===== src/rtl/edge_cap_pkg.sv =====
package edge_cap_pkg;
  typedef enum logic [1:0] {
    EDGE_FALL = 2'b00,
    EDGE_RISE = 2'b01,
    EDGE_BOTH = 2'b10,
    EDGE_NONE = 2'b11
  } edge_mode_e;

  typedef struct packed {
    logic loadCap;
    logic setFlag;
    logic clrFlag;
    logic pulseClr;
  } cap_strobe_t;
endpackage


===== src/rtl/edge_cap_ctrl.sv =====
module edge_cap_ctrl
  import edge_cap_pkg::*;
#(
  parameter int SYNC_STAGES  = 2,
  parameter int DEBOUNCE_LEN = 3
) (
  input  logic        clk,
  input  logic        rstN,
  input  logic        pinIn,
  input  logic        capEnable,
  input  logic [1:0]  edgeSel,
  input  logic        funcSel,
  input  logic        debounceEn,
  input  logic        flagClear,
  input  logic        capFlag,
  output cap_strobe_t strobes
);
  localparam int HIST_W = DEBOUNCE_LEN - 1;

  // synchroniser chain
  logic [SYNC_STAGES-1:0] syncChain;
  logic syncLvl;
  always_ff @(posedge clk or negedge rstN) begin
    if (!rstN) syncChain <= '0;
    else       syncChain <= {syncChain[SYNC_STAGES-2:0], pinIn};
  end
  assign syncLvl = syncChain[SYNC_STAGES-1];

  // debounce: accept a level once the whole window agrees
  logic [HIST_W-1:0]       hist;
  logic [DEBOUNCE_LEN-1:0] window;
  logic stableLvl, dbLvl;
  assign window    = {hist, syncLvl};
  assign stableLvl = (&window) | ~(|window);
  always_ff @(posedge clk or negedge rstN) begin
    if (!rstN) begin
      hist  <= '0;
      dbLvl <= 1'b0;
    end else begin
      hist <= window[HIST_W-1:0];
      if (stableLvl) dbLvl <= syncLvl;
    end
  end

  // edge detection on the selected level
  logic curLvl, prevLvl, riseHit, fallHit, edgeHit, eventHit;
  edge_mode_e mode;
  assign curLvl = debounceEn ? dbLvl : syncLvl;
  assign mode   = edge_mode_e'(edgeSel);
  always_ff @(posedge clk or negedge rstN) begin
    if (!rstN) prevLvl <= 1'b0;
    else       prevLvl <= curLvl;
  end
  assign riseHit = curLvl & ~prevLvl;
  assign fallHit = ~curLvl & prevLvl;

  always_comb begin
    case (mode)
      EDGE_FALL: edgeHit = fallHit;
      EDGE_RISE: edgeHit = riseHit;
      EDGE_BOTH: edgeHit = riseHit | fallHit;
      default:   edgeHit = 1'b0;
    endcase
  end
  assign eventHit = edgeHit & capEnable;

  always_comb begin
    strobes.loadCap  = eventHit & ~funcSel & ~capFlag;
    strobes.setFlag  = eventHit & ~funcSel & ~capFlag;
    strobes.clrFlag  = flagClear;
    strobes.pulseClr = eventHit & funcSel;
  end
endmodule


===== src/rtl/edge_cap_dp.sv =====
module edge_cap_dp
  import edge_cap_pkg::*;
#(
  parameter int CNT_W = 24
) (
  input  logic             clk,
  input  logic             rstN,
  input  cap_strobe_t      strobes,
  input  logic [CNT_W-1:0] countIn,
  output logic [CNT_W-1:0] capValue,
  output logic             capFlag,
  output logic             cntClearReq
);
  always_ff @(posedge clk or negedge rstN) begin
    if (!rstN) begin
      capValue    <= '0;
      capFlag     <= 1'b0;
      cntClearReq <= 1'b0;
    end else begin
      if (strobes.loadCap) capValue <= countIn;
      if (strobes.setFlag)      capFlag <= 1'b1;
      else if (strobes.clrFlag) capFlag <= 1'b0;
      cntClearReq <= strobes.pulseClr;
    end
  end

  // pending flag freezes the held count
  p_hold_pending_r6: assert property (@(posedge clk) disable iff (!rstN)
    capFlag |=> $stable(capValue));

  // a clear strobe on a pending flag drops it
  p_flag_clear_r7: assert property (@(posedge clk) disable iff (!rstN)
    (capFlag && strobes.clrFlag) |=> !capFlag);
endmodule


===== src/rtl/edge_capture_unit.sv =====
module edge_capture_unit
  import edge_cap_pkg::*;
(
  input  logic        clk,
  input  logic        rstN,
  input  logic        pinIn,
  input  logic [23:0] countIn,
  input  logic        capEnable,
  input  logic [1:0]  edgeSel,
  input  logic        funcSel,
  input  logic        irqEnable,
  input  logic        debounceEn,
  input  logic        flagClear,
  output logic [23:0] capValue,
  output logic        capFlag,
  output logic        cntClearReq,
  output logic        irqOut
);
  cap_strobe_t strobes;

  edge_cap_ctrl #(.SYNC_STAGES(2), .DEBOUNCE_LEN(3)) u_ctrl (
    .clk(clk), .rstN(rstN), .pinIn(pinIn), .capEnable(capEnable),
    .edgeSel(edgeSel), .funcSel(funcSel), .debounceEn(debounceEn),
    .flagClear(flagClear), .capFlag(capFlag), .strobes(strobes)
  );

  edge_cap_dp #(.CNT_W(24)) u_dp (
    .clk(clk), .rstN(rstN), .strobes(strobes), .countIn(countIn),
    .capValue(capValue), .capFlag(capFlag), .cntClearReq(cntClearReq)
  );

  assign irqOut = irqEnable & capFlag;

  // a clear request only follows an enabled cycle in clear mode
  p_clear_mode_r5: assert property (@(posedge clk) disable iff (!rstN)
    cntClearReq |-> $past(funcSel && capEnable));

  // the flag only rises after an enabled cycle in capture mode
  p_flag_mode_r4: assert property (@(posedge clk) disable iff (!rstN)
    $rose(capFlag) |-> $past(!funcSel && capEnable));

  // reserved edge code yields no event
  p_reserved_r3: assert property (@(posedge clk) disable iff (!rstN)
    ($past(edgeSel) == 2'b11) |-> (!$rose(capFlag) && !cntClearReq));

  // disabled unit yields no event
  p_disabled_r9: assert property (@(posedge clk) disable iff (!rstN)
    !$past(capEnable) |-> (!$rose(capFlag) && !cntClearReq));
endmodule


===== config.mk =====
export PLATFORM = sky130hd
export DESIGN_NAME = edge_capture_unit
export DESIGN_NICKNAME = d
export VERILOG_FILES = /design/src/rtl/edge_cap_pkg.sv /design/src/rtl/edge_cap_ctrl.sv /design/src/rtl/edge_cap_dp.sv /design/src/rtl/edge_capture_unit.sv
export SDC_FILE = /design/constraint.sdc
export NUM_CORES = 1
export LEC_CHECK = 0
export BUFFER_PORTS_ARGS = -buffer_cell sky130_fd_sc_hd__clkbuf_2
export CAP_MARGIN = 5
export CORE_ASPECT_RATIO = 1.1
export CORE_UTILIZATION = 46
export DETAILED_ROUTE_END_ITERATION = 12
export PLACE_DENSITY = 0.78
export SETUP_SLACK_MARGIN = 0.02
export SLEW_MARGIN = 20
export SYNTH_ARGS = -nofsm -noshare
export SYNTH_HDL_FRONTEND = slang
export SYNTH_HIERARCHICAL = 1
export SYNTH_SLANG_ARGS = --single-unit

===== constraint.sdc =====
create_clock -name clk -period 2.95 [get_ports clk]
set_input_delay 0.59 -clock clk [delete_from_list [all_inputs] [get_ports clk]]
set_output_delay 0.59 -clock clk [all_outputs]
set_load 0.02 [all_outputs]

==> flow_metrics.tcl, run 1 <==
set metrics [dict create \
    place_area_um2 1650 \
    slew_headroom_pct 50.2 \
    root_buffer "clkbuf_4" \
    r2r_cells 8 \
    synth_edf_count 0 \
    synthFlopType "dfrtp_1" \
    setup_tns_ps 0 \
    cts-resized-gates 0 \
    status "finished clean" \
    grt_use_total_pct 17.2 \
    required_ps 3160 \
    wl_per_cell_um 13.4 \
    cp-end-kind "flop" \
    pin_count 61 \
    finalCritPeriodShare_pct 74.7 \
    gp_congestion 0.654 \
    rsz0062_at_grt "no" \
    grt_pass1_wl_um 3660 \
    finalMaxSlewViolations 0 \
    area_growth_syn_to_layout_pct 25.4 \
    postSynthAreaPerCell_um2 16.7 \
    critPathLaunch "u_ctrl/syncChain[1]" \
    syn_nets 117 \
    ff2ff_setup_slack_ps 750 \
    overflow 0 \
    worstSetupEndpoint "u_dp/capValue[21]" \
    tightestPinTransition_ps 747 \
    drive_gt1_share_pct 64.8 \
    reg2reg_to "u_dp/capValue[21]" \
    cts_setup_buffers 0 \
    final_core_util_pct 61.1 \
    synth.top_cell.area_share_pct 59.2 \
    routed_wl_um 2390 \
    finClkSkew_ps 1.14 \
    ctsHoldBuffers 0 \
    grt_start_max_net_pins 33 \
    ir_drop_uv 561 \
    power_frac_clock_pct 14.9 \
    hold_class "in2async" \
    first_pass_iters 2 \
    clock_sinks 32 \
    rows 20 \
    antenna_found_initial 0 \
    drv_cap 0 \
    drtIter0Drc 8 \
    ys_seq_area_share_pct 59.2 \
    internal-power_w 0.000959 \
    drcViolationCount 0 \
    route.vias.total 857 \
    ys_seq_elements 32 \
    portBuffers 60 \
    via_per_inst 4.81 \
    cts_buffer_depth 2 \
    die_area_um2 3160 \
    arrival_ps 2410 \
    yosys_warnings 6 \
    htreeDepth 2 \
    hold_ws_ps 317 \
    period_needed_ps 2200 \
    ant_nets 0 \
    design.core.area_um2 2780 \
    p_leak_nw 0.910 \
    p_sw_w 0.000518 \
    place_hpwl_um 1830 \
    crit_type "reg2reg" \
    floorplan.initialDensity_pct 48.7 \
    pre_cts_slack_ps 456 \
    ys_types 19 \
    crit_path_start_kind "flop" \
    ys_top_cells_by_area "dfrtp_1 59%, mux2_4 22%, mux2_2 3.3%" \
    num-nets-final 181 \
    cellPowerDensity_nw_per_um2 871 \
    p_seq_share_pct 45.4 \
    setup_violations 0 \
    diodes 0 \
    cts_tree "yes" \
    synthArstFlopShare_pct 100 \
    insertion_delay_ps 320 \
    yosysTopAreaCell "dfrtp_1" \
    combPwrFrac_pct 39.7 \
    grt_pass1_vias 866 \
    mappedNetlistArea_um2 1350 \
    die_w_um 53.7 \
    cp_max_fo 16 \
    fmax_ghz 0.454 \
    die_h_um 58.9 \
    fin_area_um2 1700 \
    reg2reg_from "u_ctrl/syncChain[1]" \
    syn_inst 81 \
    fin_ws_ps 747 \
    hold_viol_final 0 \
    clk_pin_slew_ps 90 \
    numCtsBuffers 5 \
    sw_frac_of_total_pct 35.1 \
]
## placed cells by master, fill, tap and decap left out, types with 2 or more instances in the layout
master / instances
ha_1: 2
dfrtp_1: 32
clkbuf_2: 60
o21ai_0: 2
inv_1: 4
mux2_4: 20
buf_4: 2
mux2_2: 4
clkbuf_4: 5
and2b_1: 3
## power by group through the flow
stage | Clock, W | Sequential [W] | Combinational [W]
2_1_floorplan | 0 | 0.000846 | 0.000219
4_1_cts | 0.000231 | 0.000673 | 0.000595
3_5_place_dp | 0 | 0.000679 | 0.000592
5_1_grt | 0.000256 | 0.000689 | 0.000630
3_3_place_gp | 0 | 0.000668 | 0.000586
6_report | 0.000220 | 0.000671 | 0.000587
## critical path, cell delays in order (launching register included)
cell      delay, ps
dfrtp_1         360
inv_1            50
o21a_1          190
ha_1            280
and2b_1         210
o21ai_2          80
a211oi_4        240
buf_4           320
mux2_2          370
## worst min-delay path by stage
| stage | cells past startpoint | slack, ps | startpoint | end |
|---|---|---|---|---|
| 3_3_place_gp | 0 | 330 | u_ctrl/syncChain[0] | u_ctrl/syncChain[1] |
| 3_5_place_dp | 0 | 370 | u_ctrl/syncChain[0] | u_ctrl/syncChain[1] |
| 2_1_floorplan | 0 | 290 | rstN | u_ctrl/dbLvl |
| 6_report | 1 | 320 | rstN | u_dp/capValue[7] |
| 4_1_cts | 1 | 340 | rstN | u_ctrl/syncChain[1] |
| 5_1_grt | 1 | 340 | pinIn | u_ctrl/syncChain[0] |
## cells in the mapped netlist, types with 2 or more instances
master,n
buf_12,2
mux2_2,4
o21ai_0,2
inv_1,4
dfrtp_1,32
mux2_4,20
buf_4,2
ha_1,2
and2b_1,3
## registers in the layout, indices dropped and copies added (netlist names)
register          count
u_ctrl/dbLvl          1
u_ctrl/hist           2
u_ctrl/prevLvl        1
u_ctrl/syncChain      2
u_dp/capFlag          1
u_dp/capValue        24
u_dp/cntClearReq      1
## kinds of logic after synthesis
logic type,after synthesis,synth area share (%)
AOI/OAI and AO/OA,8,4.35
DFF,32,59.2
buffers and inverters,9,6.01
adders and majority gates,2,1.85
muxes,24,25.5
and+or+nand+nor,6,3.05
## per-layer routing
metal	track usage, %	share of wire, %	vias to the layer above
li1	-	-	399
met1	18.0	39	423
met2	28.7	54	33
met3	8.01	6.6	2
met4	7.89	0.71	0
met5	0	0	-
## metrics by stage
stage	total power, W	cells
global placement	0.00125	171
finish	0.00148	178
global route	0.00157	178
CTS	0.00150	178
floorplan	0.00106	81
detailed placement	0.00127	171
## area by class of cell
cell class                      instances  area (um2)
Inverter                                4        15.0
Tap cell                               33        41.3
Sequential cell                        32         801
Clock buffer                            6        41.3
Timing Repair Buffer                   62         315
Fill cell                             237        1080
Clock inverter                          1        5.00
Multi-Input combinational cell         40         478
(Power assumes the default switching activity.)
==> run 2: changes to the inputs <==
--- a/config.mk
+++ b/config.mk
@@ -5,12 +5,13 @@
 export SDC_FILE = /design/constraint.sdc
 export NUM_CORES = 1
 export LEC_CHECK = 0
+export ABC_AREA = 1
 export BUFFER_PORTS_ARGS = -buffer_cell sky130_fd_sc_hd__clkbuf_2
 export CAP_MARGIN = 5
 export CORE_ASPECT_RATIO = 1.1
-export CORE_UTILIZATION = 46
+export CORE_UTILIZATION = 41
 export DETAILED_ROUTE_END_ITERATION = 12
-export PLACE_DENSITY = 0.78
+export PLACE_DENSITY = 0.74
 export SETUP_SLACK_MARGIN = 0.02
 export SLEW_MARGIN = 20
 export SYNTH_ARGS = -nofsm -noshare
==> constraint.sdc (replaced) <==
create_clock -name clk -period 2 [get_ports clk]
set_input_delay 0.4 -clock clk [delete_from_list [all_inputs] [get_ports clk]]
set_output_delay 0.4 -clock clk [all_outputs]
set_load 0.02 [all_outputs]
==> run 2 against run 1 <==
  * Wire length grew 2.8%
  * Global-route usage shrank 0.86 points
  * Non-clock buffer count shrank 1
==> flow_metrics.tcl, run 2 <==
set metrics [dict create \
    setup_violations 0 \
    insertion_delay_ps 320 \
    p_leak_nw 1.00 \
    syn_inst 141 \
    fillers 322 \
    sw_frac_of_total_pct 36.4 \
    antenna_found_initial 0 \
    synthFlopType "dfrtp_1" \
    wl_per_cell_um 10.4 \
    hold_viol_final 0 \
    synthArstFlopShare_pct 100 \
    htreeDepth 2 \
    cts_buffer_depth 2 \
    power_frac_clock_pct 19.4 \
    root_buffer "clkbuf_4" \
    fmax_ghz 0.565 \
    numCtsBuffers 5 \
    die_h_um 61.7 \
    p_seq_share_pct 48.6 \
    cp_max_fo 26 \
    grt_pass1_vias 972 \
    area_growth_syn_to_layout_pct 25.8 \
    required_ps 2210 \
    cp-end-kind "flop" \
    yosysMostFrequentCell "nand2_1" \
    cellPowerDensity_nw_per_um2 1140 \
    drcViolationCount 0 \
    combPwrFrac_pct 32.0 \
    num-nets-final 238 \
    wl_met1_um 1080 \
    route.vias.total 1051 \
    crit_path_start_kind "flop" \
    clk_pin_slew_ps 90 \
    largest_register_ffs 24 \
    via_per_inst 4.43 \
    finalPower_w 0.00190 \
    arrival_ps 1980 \
    wl_met2_um 1190 \
    yosys_warnings 6 \
    synth_commonest_cells "70 x nand2_1, 32 x dfrtp_1, 10 x inv_1, 10 x nand2_2" \
    ys_seq_elements 32 \
    rsz0062_at_grt "no" \
    finClkSkew_ps 4.25 \
    crit_type "reg2reg" \
    status "finished clean" \
    finalMaxSlewViolations 0 \
    cts_tree "yes" \
    hold_class "in2async" \
    drv_cap 0 \
    die_area_um2 3470 \
    ir_drop_uv 671 \
    fin_ws_ps 230 \
    grt_pass1_wl_um 4130 \
    floorplan.initialDensity_pct 43.1 \
    pin_count 61 \
    diodes 0 \
    grt_use_total_pct 16.4 \
    tightestPinTransition_ps 745 \
    p_sw_w 0.000692 \
    syn_nets 177 \
    portBuffers 60 \
    dr_wl_met3_um 185 \
    top_layer "met4" \
    routed_wl_um 2460 \
    internal-power_w 0.00121 \
    finalCritPeriodShare_pct 88.5 \
    clock_sinks 32 \
    period_needed_ps 1770 \
    rows 21 \
    gp_congestion 0.776 \
    drive_gt1_share_pct 38.9 \
    first_pass_iters 4 \
    grt_start_max_net_pins 33 \
    overflow 0 \
    final_common_cell "nand2_1" \
    ant_nets 0 \
    regMostFlops "u_dp/capValue" \
    ys_types 16 \
    ys_seq_area_share_pct 60.4 \
    slew_headroom_pct 50.3 \
    postSynthAreaPerCell_um2 9.41 \
    pre_cts_slack_ps 99.8 \
    synth_edf_count 0 \
    place_hpwl_um 1850 \
    largestRegisters "u_dp/capValue: 24 flops, u_ctrl/hist: 2 flops, u_ctrl/syncChain: 2 flops" \
    mappedNetlistArea_um2 1330 \
    synth.top_cell.area_share_pct 60.4 \
    mostFrequentLayoutCells "70 x nand2_1, 60 x clkbuf_2, 32 x dfrtp_1, 10 x inv_1, 10 x nand2_2" \
    yosysTopAreaCell "dfrtp_1" \
    ys_top_cells_by_area "dfrtp_1 60%, nand2_1 20%, nand2_2 4.7%" \
    design.core.area_um2 3070 \
    setup_tns_ps 0 \
    die_w_um 56.2 \
    drtIter0Drc 14 \
]
==> run 2: cell types whose count changed in the layout (fill, tap and decap cells not counted), sizes merged, moves of 3 or more <==
cell   before  now
nand3       0    3
mux2       24    0
nand2       1   80
and2b       3    0
inv         4   11
==> run 2: final cells by class <==
type                            count  area, um2  share of cell area, %
Clock buffer                        8       58.8                   3.53
Inverter                           11       48.8                   2.93
Multi-Input combinational cell     91        397                   23.8
Sequential cell                    32        801                   48.0
Tap cell                           34       42.5                   2.55
Timing Repair Buffer               61        320                   19.2
==> run 2: cells by family (layout without fill, tap and decap cells) <==
family | Yosys count | in the layout | share of synthesized area, %
flops | 32 | 32 | 60.4
compound gates | 2 | 2 | 0.754
fa+ha+maj | 2 | 2 | 1.89
simple gates | 87 | 87 | 27.1
buf+inv | 18 | 80 | 9.91
==> run 2: routing by layer <==
layer	track usage (%)	vias to the layer above
met1	18.8	467
met3	7.56	2
li1	-	539
met4	6.27	0
met5	0	-
met2	27.4	43
==> run 2: final timing paths <==
path                       slack [ps]           startpoint  cells past startpoint             endpoint
setup / recovery                  230         u_ctrl/dbLvl                     13    u_dp/capValue[20]
hold / removal                    130                 rstN                      1    u_dp/capValue[14]
setup reg to reg                  230         u_ctrl/dbLvl                     13    u_dp/capValue[20]
hold reg to reg                   360  u_ctrl/syncChain[0]                      0  u_ctrl/syncChain[1]
max in group asynchronous        1400                 rstN                      1  u_ctrl/syncChain[1]
min in group clk                  180                pinIn                      1  u_ctrl/syncChain[0]
==> run 2: worst max-delay path, cell delays in order, from the launching register on <==
cell and delay, ps:
dfrtp_1 380, inv_1 80, nand2_1 50, o21ai_1 100, ha_1 260, nand2_1 70, nand3_1 80, nand2_1 60
nand2_1 70, nor2_2 130, buf_12 190, inv_8 100, nand2_1 70, nand2_1 50
==> run 2: timing repair <==
action,4_1_cts,5_1_grt
resized for setup,0,1
hold buffers,0,0
setup endpoints to repair,0,24
endpoints found under the hold margin,0,0
setup buffers,0,0
==> run 2: metrics by stage <==
step	instances	area, um2	hold slack (ps)	util (%)
after global placement	229	1610	334	52.3
after CTS	237	1670	140	54.3
final	237	1670	127	54.3
after floorplan	141	1330	104	-
after detailed placement	229	1610	344	52.3
after global routing	237	1670	152	54.3
==> run 2: power groups by stage <==
stage               Clock [W]  Combinational, W  Sequential [W]
detailed placement          0          0.000616        0.000940
global placement            0          0.000605        0.000937
finish               0.000369          0.000607        0.000924
floorplan                   0          0.000181         0.00113
global route         0.000427          0.000679        0.000947
CTS                  0.000391          0.000616        0.000929
==> run 3: changes to the inputs <==
--- a/config.mk
+++ b/config.mk
@@ -8,13 +8,14 @@
 export ABC_AREA = 1
 export BUFFER_PORTS_ARGS = -buffer_cell sky130_fd_sc_hd__clkbuf_2
 export CAP_MARGIN = 5
+export CELL_PAD_IN_SITES_DETAIL_PLACEMENT = 1
+export CELL_PAD_IN_SITES_GLOBAL_PLACEMENT = 1
 export CORE_ASPECT_RATIO = 1.1
-export CORE_UTILIZATION = 41
+export CORE_UTILIZATION = 30
 export DETAILED_ROUTE_END_ITERATION = 12
-export PLACE_DENSITY = 0.74
+export PLACE_DENSITY_LB_ADDON = 0.1
 export SETUP_SLACK_MARGIN = 0.02
 export SLEW_MARGIN = 20
 export SYNTH_ARGS = -nofsm -noshare
 export SYNTH_HDL_FRONTEND = slang
-export SYNTH_HIERARCHICAL = 1
 export SYNTH_SLANG_ARGS = --single-unit
==> run 3 against run 2 <==
  * Clock skew rose by 1.8 ps
  * Wire length rose by 58%
  * Synthesized area rose by 4.3%
  * Die area rose by 41%
  * Cell area rose by 9.7%
  * Hold slack got worse by 50 ps
  * Worst setup slack got worse by 79 ps
  * Count of clock-buffer cells in the layout fell by 1
  * Non-clock buffer count rose by 5
  * Synthesized cell count rose by 1.4%
  * First-iteration DRC count rose to 2.7 times the previous value
  * Critical path depth fell by 5
  * Critical path type unchanged
==> flow_metrics.tcl, run 3 <==
set metrics [dict create \
    status "finished clean" \
    clock_sinks 32 \
    cellPowerDensity_nw_per_um2 1140 \
    floorplan.initialDensity_pct 31.8 \
    insertion_delay_ps 280 \
    period_needed_ps 1850 \
    cpPeakStageDelay_ps 420 \
    finalMaxSlewViolations 0 \
    design.core.area_um2 4350 \
    synthArstFlopShare_pct 100 \
    postSynthAreaPerCell_um2 9.68 \
    grt_pass1_vias 1422 \
    required_ps 2170 \
    regMostFlops "u_dp.capValue" \
    routed_wl_um 3900 \
    fmax_ghz 0.541 \
    first_pass_iters 5 \
    portBuffers 60 \
    synth.top_cell.area_share_pct 57.9 \
    tightestPinTransition_ps 553 \
    grt_pass1_wl_um 6500 \
    cts_setup_buffers 0 \
    wl_met1_um 1510 \
    pin_count 61 \
    cp_common_cell "nand2_1" \
    rows 25 \
    dp.cells 255 \
    fin_cells 263 \
    route.vias.total 1262 \
    die_h_um 73.2 \
    cp-end-kind "flop" \
    diodes 0 \
    drv_cap 0 \
    clk_pin_slew_ps 70 \
    p_leak_nw 1.04 \
    mostFrequentLayoutCells "60 x clkbuf_2, 55 x nand2_1, 32 x dfrtp_1, 24 x nand4_1, 10 x inv_1" \
    slew_headroom_pct 63.1 \
    finalCritPeriodShare_pct 92.4 \
    syn_nets 179 \
    via_per_inst 4.80 \
    synth_commonest_cells "55 x nand2_1, 32 x dfrtp_1, 24 x nand4_1, 10 x inv_1" \
    cts_buffer_depth 2 \
    syn_inst 143 \
    synthMuxAreaShare_pct 0 \
    crit_slowest_cell "dfrtp_1" \
    grt_use_total_pct 18.1 \
    hold_class "in2async" \
    die_w_um 66.8 \
    synth_fa_ha_area_share_pct 1.81 \
    arrival_ps 2020 \
    crit_chain "o21ai_0 -> inv_1 -> ha_1 -> o21ai_4 -> nand4_4 -> buf_4 -> nand2_1 -> nand2_1" \
    reg2reg_from "u_ctrl.syncChain[1]" \
    setup_violations 0 \
    root_buffer "clkbuf_8" \
    ys_types 18 \
    ys_seq_elements 32 \
    drive_gt1_share_pct 36.8 \
    yosysTopAreaCell "dfrtp_1" \
    synthFlopType "dfrtp_1" \
    die_area_um2 4890 \
    ant_nets 0 \
    top_layer "met4" \
    ctsHoldBuffers 0 \
    antenna_found_initial 0 \
    overflow 0 \
    yosysMostFrequentCell "nand2_1" \
    largestRegisters "u_dp.capValue: 24 flops, u_ctrl.hist: 2 flops, u_ctrl.syncChain: 2 flops" \
    crit_path_start_kind "flop" \
    path_delay_family "compound AO/OA/AOI/OAI gates" \
    reg2reg_to "u_dp.capValue[1]" \
    mappedNetlistArea_um2 1380 \
    numCtsBuffers 5 \
    dr_wl_met3_um 299 \
    cts-resized-gates 0 \
    hold_viol_final 0 \
    cts_tree "yes" \
    ir_drop_uv 379 \
    synth-compound-area-share_pct 2.98 \
    rsz0062_at_grt "no" \
    ys_top_cells_by_area "dfrtp_1 58%, nand2_1 15%, nand4_1 11%" \
    r2r_cells 8 \
    synth_top_family_by_area "simple AND/OR/NAND/NOR gates" \
    htreeDepth 2 \
    setup_tns_ps 0 \
    largest_register_ffs 24 \
    ff2ff_setup_slack_ps 150 \
    grt_start_max_net_pins 26 \
    synthXorXnorAreaFrac_pct 0 \
    critPathBufInv 2 \
    wl_met2_um 2010 \
    area_growth_syn_to_layout_pct 32.2 \
    wl_per_cell_um 14.8 \
    ys_seq_area_share_pct 57.9 \
    gp_congestion 0.747 \
    final_common_cell "clkbuf_2" \
    synth_edf_count 0 \
    yosys.area_share.simple_pct 29.9 \
    place_hpwl_um 2810 \
    crit_type "reg2reg" \
    yosys_warnings 0 \
    num-nets-final 244 \
    drtIter0Drc 38 \
    finClkSkew_ps 6.09 \
    cp_max_fo 16 \
    drcViolationCount 0 \
]
## run 3: cell types whose count changed in the layout (fill, tap and decap cells not counted), moves of 2 or more
cell,before,now
buf_4,0,5
nand2_1,70,55
clkbuf_4,5,0
nand2_2,10,0
nand4_1,0,24
clkbuf_8,1,6
nand3_1,3,1
## run 3: per-stage QoR
step	worst slack, ps	hold slack [ps]	power [W]	utilization [%]	instance area, um2
after detailed placement	49.4	361	0.00160	39.8	1730
after floorplan	252	104	0.00132	-	1380
after global placement	123	341	0.00156	39.8	1730
after CTS	95.1	88.3	0.00213	42.0	1830
after global routing	20.2	108	0.00223	42.1	1830
final	152	77.2	0.00209	42.1	1830
## run 3: worst max path at each step
stage	start	to	slack (ps)	cells after the start
2_1_floorplan	u_ctrl.syncChain[1]	u_dp.capValue[10]	250	8
3_3_place_gp	debounceEn	u_dp.capValue[4]	120	8
3_5_place_dp	debounceEn	u_dp.capValue[18]	50	8
4_1_cts	u_ctrl.syncChain[1]	u_dp.capValue[18]	100	7
5_1_grt	u_ctrl.syncChain[1]	u_dp.capValue[14]	20	9
6_report	u_ctrl.syncChain[1]	u_dp.capValue[1]	150	8
## run 3: cell families (layout without fill, tap and decap cells)
| group | count (synthesis) | in the layout |
|---|---|---|
| AND/OR/NAND/NOR | 86 | 86 |
| adder cells (fa/ha/maj) | 2 | 2 |
| AO/OA/AOI/OAI | 5 | 5 |
| flip-flops | 32 | 32 |
| buffers and inverters | 18 | 84 |
## run 3: cell type report
class / instances / area, um2
Timing Repair Buffer: 66 / 349
Inverter: 10 / 37.5
Multi-Input combinational cell: 93 / 480
Fill cell: 539 / 2520
Tap cell: 54 / 67.6
Clock inverter: 1 / 7.51
Clock buffer: 7 / 86.3
Sequential cell: 32 / 801
## run 3: worst reg2reg max path, stage by stage, from the launching register on
cell and delay (ps):
dfrtp_1 420, o21ai_0 230, inv_1 100, ha_1 320, o21ai_4 200, nand4_4 110
buf_4 220, nand2_1 90, nand2_1 60
## run 3: power breakdown
group / switching [W] / internal [W]
clock network: 0.000239 / 0.000279
registers: 0.0000933 / 0.000812
logic: 0.000444 / 0.000225
## run 3: routing by layer
layer,track usage [%],vias up
met3,5.31,8
met1,20.0,608
li1,-,600
met4,9.22,0
met2,31.0,46
met5,0,-
